$ cat src/rtl/flash_wp_pkg.sv
package flash_wp_pkg;

  typedef enum logic [2:0] {
    OP_NONE,
    OP_WRSR,
    OP_PROG,
    OP_SECT,
    OP_BLK,
    OP_CHIP
  } wr_op_e;

  typedef struct packed {
    logic       srwd;
    logic [1:0] rsvd;
    logic [2:0] bp;
    logic       wel;
    logic       wip;
  } status_t;

  localparam int unsigned BP_W = 3;

endpackage

$ cat src/rtl/fwp_nv_regs.sv
module fwp_nv_regs
  import flash_wp_pkg::*;
(
  input  logic            clk_i,
  input  logic            upd_i,
  input  logic            srwd_d_i,
  input  logic [BP_W-1:0] bp_d_i,
  output logic            srwd_o,
  output logic [BP_W-1:0] bp_o
);

  // Model of non-volatile cells: power-up value 0, untouched by reset.
  logic            srwd_q = 1'b0;
  logic [BP_W-1:0] bp_q   = '0;

  always_ff @(posedge clk_i) begin
    if (upd_i) begin
      srwd_q <= srwd_d_i;
      bp_q   <= bp_d_i;
    end
  end

  assign srwd_o = srwd_q;
  assign bp_o   = bp_q;

endmodule

$ cat src/rtl/fwp_gate.sv
module fwp_gate
  import flash_wp_pkg::*;
#(
  parameter int unsigned     ADDR_W     = 15,
  parameter logic [ADDR_W-1:0] PROT_MASK  = '0,
  parameter logic [ADDR_W-1:0] PROT_MATCH = '0
) (
  input  wr_op_e            op_i,
  input  logic              wel_i,
  input  logic              busy_i,
  input  logic              srwd_i,
  input  logic [BP_W-1:0]   bp_i,
  input  logic              wprot_ni,
  input  logic [ADDR_W-1:0] addr_i,
  output logic              is_write_o,
  output logic              allow_o
);

  logic full_code;
  logic addr_hit;
  logic region_prot;
  logic sr_locked;

  assign full_code   = (bp_i[1:0] == 2'b11);
  assign addr_hit    = ((addr_i & PROT_MASK) == (PROT_MATCH & PROT_MASK));
  assign region_prot = full_code && addr_hit;
  assign sr_locked   = srwd_i && !wprot_ni;
  assign is_write_o  = (op_i != OP_NONE);

  always_comb begin
    allow_o = 1'b0;
    if (wel_i && !busy_i) begin
      unique case (op_i)
        OP_WRSR: allow_o = !sr_locked;
        OP_PROG,
        OP_SECT,
        OP_BLK:  allow_o = !region_prot;
        OP_CHIP: allow_o = (bp_i == '0);
        default: allow_o = 1'b0;
      endcase
    end
  end

endmodule

$ cat src/rtl/fwp_busy_timer.sv
module fwp_busy_timer
  import flash_wp_pkg::*;
#(
  parameter int unsigned WRSR_CYC  = 40,
  parameter int unsigned PROG_CYC  = 200,
  parameter int unsigned ERASE_CYC = 700
) (
  input  logic   clk_i,
  input  logic   rst_ni,
  input  logic   start_i,
  input  wr_op_e op_i,
  output logic   busy_o,
  output logic   done_o
);

  localparam int unsigned MAX_A   = (WRSR_CYC > PROG_CYC) ? WRSR_CYC : PROG_CYC;
  localparam int unsigned MAX_CYC = (MAX_A > ERASE_CYC) ? MAX_A : ERASE_CYC;
  localparam int unsigned CNT_W   = $clog2(MAX_CYC + 1);

  logic [CNT_W-1:0] cnt_q;
  logic [CNT_W-1:0] load_val;
  logic             busy_q;

  always_comb begin
    unique case (op_i)
      OP_WRSR: load_val = CNT_W'(WRSR_CYC);
      OP_PROG: load_val = CNT_W'(PROG_CYC);
      default: load_val = CNT_W'(ERASE_CYC);
    endcase
  end

  always_ff @(posedge clk_i or negedge rst_ni) begin
    if (!rst_ni) begin
      busy_q <= 1'b0;
      cnt_q  <= '0;
    end else if (start_i) begin
      busy_q <= 1'b1;
      cnt_q  <= load_val;
    end else if (busy_q) begin
      if (cnt_q == CNT_W'(1)) busy_q <= 1'b0;
      cnt_q <= cnt_q - CNT_W'(1);
    end
  end

  assign busy_o = busy_q;
  assign done_o = busy_q && (cnt_q == CNT_W'(1));

endmodule

$ cat src/rtl/flash_wp_ctrl.sv
module flash_wp_ctrl
  import flash_wp_pkg::*;
#(
  parameter int unsigned       ADDR_W     = 15,
  parameter logic [ADDR_W-1:0] PROT_MASK  = '0,
  parameter logic [ADDR_W-1:0] PROT_MATCH = '0,
  parameter int unsigned       WRSR_CYC   = 40,
  parameter int unsigned       PROG_CYC   = 200,
  parameter int unsigned       ERASE_CYC  = 700
) (
  input  logic              clk_i,
  input  logic              rst_ni,
  input  logic              wprot_ni,
  input  logic              wren_i,
  input  logic              wrdi_i,
  input  logic              wrsr_i,
  input  logic [7:0]        wrsr_data_i,
  input  logic              prog_i,
  input  logic              sect_erase_i,
  input  logic              blk_erase_i,
  input  logic              chip_erase_i,
  input  logic [ADDR_W-1:0] addr_i,
  output logic [7:0]        status_o,
  output logic              grant_o,
  output logic              reject_o
);

  wr_op_e          op;
  logic            is_write;
  logic            allow;
  logic            start;
  logic            busy;
  logic            done;
  logic            wel_q;
  logic            srwd;
  logic [BP_W-1:0] bp;
  logic            grant_q;
  logic            reject_q;
  status_t         st;

  // Decoder sends one strobe per cycle; fixed priority if it does not.
  always_comb begin
    if      (wrsr_i)       op = OP_WRSR;
    else if (prog_i)       op = OP_PROG;
    else if (sect_erase_i) op = OP_SECT;
    else if (blk_erase_i)  op = OP_BLK;
    else if (chip_erase_i) op = OP_CHIP;
    else                   op = OP_NONE;
  end

  fwp_gate #(
    .ADDR_W    (ADDR_W),
    .PROT_MASK (PROT_MASK),
    .PROT_MATCH(PROT_MATCH)
  ) u_gate (
    .op_i      (op),
    .wel_i     (wel_q),
    .busy_i    (busy),
    .srwd_i    (srwd),
    .bp_i      (bp),
    .wprot_ni  (wprot_ni),
    .addr_i    (addr_i),
    .is_write_o(is_write),
    .allow_o   (allow)
  );

  assign start = is_write && allow;

  fwp_busy_timer #(
    .WRSR_CYC (WRSR_CYC),
    .PROG_CYC (PROG_CYC),
    .ERASE_CYC(ERASE_CYC)
  ) u_timer (
    .clk_i  (clk_i),
    .rst_ni (rst_ni),
    .start_i(start),
    .op_i   (op),
    .busy_o (busy),
    .done_o (done)
  );

  fwp_nv_regs u_nv (
    .clk_i   (clk_i),
    .upd_i   (start && (op == OP_WRSR)),
    .srwd_d_i(wrsr_data_i[7]),
    .bp_d_i  (wrsr_data_i[4:2]),
    .srwd_o  (srwd),
    .bp_o    (bp)
  );

  logic unused_wdata;
  assign unused_wdata = ^{wrsr_data_i[6:5], wrsr_data_i[1:0]};

  // Latch stays set through the busy window and drops as it ends.
  always_ff @(posedge clk_i or negedge rst_ni) begin
    if (!rst_ni) begin
      wel_q <= 1'b0;
    end else if (done) begin
      wel_q <= 1'b0;
    end else if (!busy) begin
      if (wren_i)      wel_q <= 1'b1;
      else if (wrdi_i) wel_q <= 1'b0;
    end
  end

  always_ff @(posedge clk_i or negedge rst_ni) begin
    if (!rst_ni) begin
      grant_q  <= 1'b0;
      reject_q <= 1'b0;
    end else begin
      grant_q  <= start;
      reject_q <= is_write && !allow;
    end
  end

  always_comb begin
    st.srwd = srwd;
    st.rsvd = 2'b00;
    st.bp   = bp;
    st.wel  = wel_q;
    st.wip  = busy;
  end

  assign status_o = st;
  assign grant_o  = grant_q;
  assign reject_o = reject_q;

endmodule

$ cat config.mk
export PLATFORM = sky130hd
export DESIGN_NAME = flash_wp_ctrl
export DESIGN_NICKNAME = d
export VERILOG_FILES = /design/src/rtl/flash_wp_pkg.sv /design/src/rtl/fwp_nv_regs.sv /design/src/rtl/fwp_gate.sv /design/src/rtl/fwp_busy_timer.sv /design/src/rtl/flash_wp_ctrl.sv
export SDC_FILE = /design/constraint.sdc
export NUM_CORES = 1
export LEC_CHECK = 0
export BUFFER_PORTS_ARGS = -buffer_cell sky130_fd_sc_hd__buf_4
export CAP_MARGIN = 20
export CORE_MARGIN = 2
export CORE_UTILIZATION = 35
export DETAILED_ROUTE_END_ITERATION = 16
export GPL_TIMING_DRIVEN = 0
export HOLD_SLACK_MARGIN = 0.02
export SETUP_SLACK_MARGIN = 0.3
export SYNTH_ARGS = -nofsm -noshare
export SYNTH_HDL_FRONTEND = slang
export SYNTH_SLANG_ARGS = --single-unit
export TNS_END_PERCENT = 30
$ cat constraint.sdc
create_clock -name clk_i -period 4.2 [get_ports clk_i]
set_input_delay 0.42 -clock clk_i [delete_from_list [all_inputs] [get_ports clk_i]]
set_output_delay 0.42 -clock clk_i [all_outputs]
set_load 0.01 [all_outputs]
==> results.ini <==
[power]
power_density_nw_per_um2 = 242
leakagePower_nw = 0.552
ir_worst_vdd_mv = 0.194

[floorplanning]
die_width_um = 55.9
core_area_um2 = 2520
io_pins = 43
dieArea_um2 = 3120
std_cell_rows = 18
initial_core_util_pct = 37.4
die_h_um = 55.9

[setup_path]
cp-end-kind = register
worstSetupPathType = reg2reg
path_cells = a21o_1 > o22ai_1 > o2111ai_2 > nor2_1
cp.arrival_ns = 1.94
crit_fanout = 10
max_stage_delay_ns = 0.44
cp.required_ns = 4.16
cpMaxStageDelayCell = edfxtp_1
start_kind = register

[synthesis]
synth_area_leaders = dfrtp_1 37%, edfxtp_1 13%, mux2i_1 5.3%
post-synth-top-area-cell = dfrtp_1
yosys-top-cells-count = 14 x dfrtp_1, 11 x nand2_1, 6 x inv_1
yosysMostFrequentCell = dfrtp_1
ys_warn_count = 0
ys_seq_area_share_pct = 49.9
syn-cell-area_um2 = 942
netlist.area_leader.share_pct = 37.2
postSynthCellCount = 84
ys_seq_elements = 18
synthArstFlopShare_pct = 77.8
synth_area_per_cell_um2 = 11.2
synth_cell_types = 28
synth-edff-count = 4
ys.flop_type = dfrtp_1

[finish]
drive_above_1_share_pct = 32.4
area_growth_pct = 25.0
fin_area_um2 = 1180
final_nets = 147
instances_no_fill = 141
diodes = 0

[grt]
grt_pass1_vias = 707
grt_busiest_layer = met2
antenna_found_initial = 0
grt_pass1_wl_mm = 3.13
met2_usage_pct = 20.4
gr-total-overflow = 0
grt_max_degree = 15
grtUsageMet1_pct = 16.6
grt.total_usage_pct = 12.6
met3_usage_pct = 2.09

[place]
place.gp.congestion = 0.802
post-dp-hpwl_mm = 1.39
numPortBuffers = 21
dp.cells = 136
placed_area_um2 = 1140

[routing]
drt-wirelength-per-cell_um = 12.7
vias = 685
vias_per_cell = 4.86
detail-route-antenna-nets = 0
drt-initial-drc-count = 5
routed_wl_mm = 1.79
first_pass_iters = 3
drc = 0

[cts]
cts_buffer_depth = 2
cts_tree = done
cts_sinks = 18
clk_pin_slew_ns = 0.09
postCtsSetupBuffers = 0
clkLatencyLatePin_ns = 0.29
cts-root-buf = clkbuf_4
cts_max_level = 1
cts_resized = 0
cts_made_buffers = 3

[job]
cap_violations = 0

[sta]
grt_setup_unrepaired = no
finalHoldViolations = 0
worst_slew_pin_slew_ns = 0.682
max_slew_margin_pct = 53.9
fin_setup_tns_ns = 0
finalClockSkew_ns = 0.00420
layout_min_cycle_time_ns = 1.98
drv_slew = 0
setup_violations = 0
clock.fmax_mhz = 504
finalCritPeriodShare_pct = 47.2

[worst_hold_path]
hold_class = in2reg

[outcome]
status = finished, final reports clean

-- through the flow --
step	power [mW]	hold WS, ns	utilization (%)	worst slack, ns
6_report	0.285	0.304	46.7	2.22
3_5_place_dp	0.203	0.282	45.2	2.01
4_1_cts	0.290	0.294	46.7	2.20
5_1_grt	0.300	0.283	46.7	2.08
3_3_place_gp	0.202	0.282	45.2	2.01
2_1_floorplan	0.189	0.124	-	2.41
-- final cells by class --
type,count,area (µm²)
fillers,243,1350
flip-flops and latches,18,470
multi-input cells,55,412
repair buffers,22,168
plain buffers,5,37.5
well taps,30,37.5
inverters,7,26.3
clock buffers,3,22.5
clock inverters,1,3.75
-- worst max-delay path, delay by kind of cell (launching register included) --
family           cells  cell delay [ns]
AO/OA/AOI/OAI        3             0.79
flip-flops           1             0.44
AND/OR/NAND/NOR      1             0.43
-- layout by cell type, fill, tap and decap left out, drive strengths merged, types with 2 or more instances in the layout --
cell type | Yosys | layout
clkbuf | 0 | 3
xnor2 | 3 | 3
ha | 2 | 2
nor4b | 3 | 3
buf | 5 | 26
dfrtp | 14 | 14
edfxtp | 4 | 4
mux2i | 5 | 5
conb | 1 | 2
nor2 | 4 | 4
inv | 7 | 7
nor3 | 4 | 4
nand2 | 11 | 11
xor2 | 5 | 5
o22ai | 3 | 3
a21oi | 2 | 2
-- cells by family after synthesis --
logic type               after synthesis  synth area share (%)
XOR/XNOR                               8                  7.44
AO/OA/AOI/OAI                          8                  5.98
multiplexers                           6                  6.51
AND/OR/NAND/NOR                       29                  20.3
adder cells (fa/ha/maj)                2                  2.66
other                                  1                 0.398
buffers and inverters                 12                  6.77
flip-flops                            18                  49.9
-- metal layers --
| layer | up-vias | part of all wire, % |
|---|---|---|
| li1 | 335 | - |
| met1 | 333 | 47 |
| met2 | 12 | 49 |
| met3 | 5 | 2.8 |
| met4 | 0 | 1.8 |
| met5 | - | 0 |
-- worst paths after layout --
| kind | startpoint | to | slack [ns] | cells after the start |
|---|---|---|---|---|
| max | u_nv.bp_o[0] | u_nv.srwd_o | 2.22 | 4 |
| min | wrsr_data_i[7] | u_nv.srwd_o | 0.30 | 1 |
| max reg2reg | u_nv.bp_o[0] | u_nv.srwd_o | 2.22 | 4 |
| min reg2reg | u_timer.cnt_q[1] | u_timer.cnt_q[1] | 0.57 | 2 |
| max in group asynchronous | rst_ni | u_timer.cnt_q[7] | 3.53 | 2 |
| min in group asynchronous | rst_ni | u_timer.cnt_q[8] | 0.50 | 2 |
-- sequential cells by signal (all words and copies together), names as in the netlist --
name	flops
grant_o	1
reject_o	1
u_nv.bp_o	3
u_nv.srwd_o	1
u_timer.busy_o	1
u_timer.cnt_q	10
wel_q	1
-- where the power goes --
part	switching (mW)	total [mW]	leakage, nW	internal [mW]
registers	0.0000364	0.179	0.181	0.179
logic	0.00917	0.0208	0.356	0.0116
clock network	0.0507	0.0852	0.0154	0.0345
total	0.0599	0.285	0.552	0.225
-- repair_timing --
action	CTS	global route
endpoints found under the hold margin	14	0
hold buffers	1	0
endpoints found under the setup margin	0	0
(Power assumes the default switching activity.)
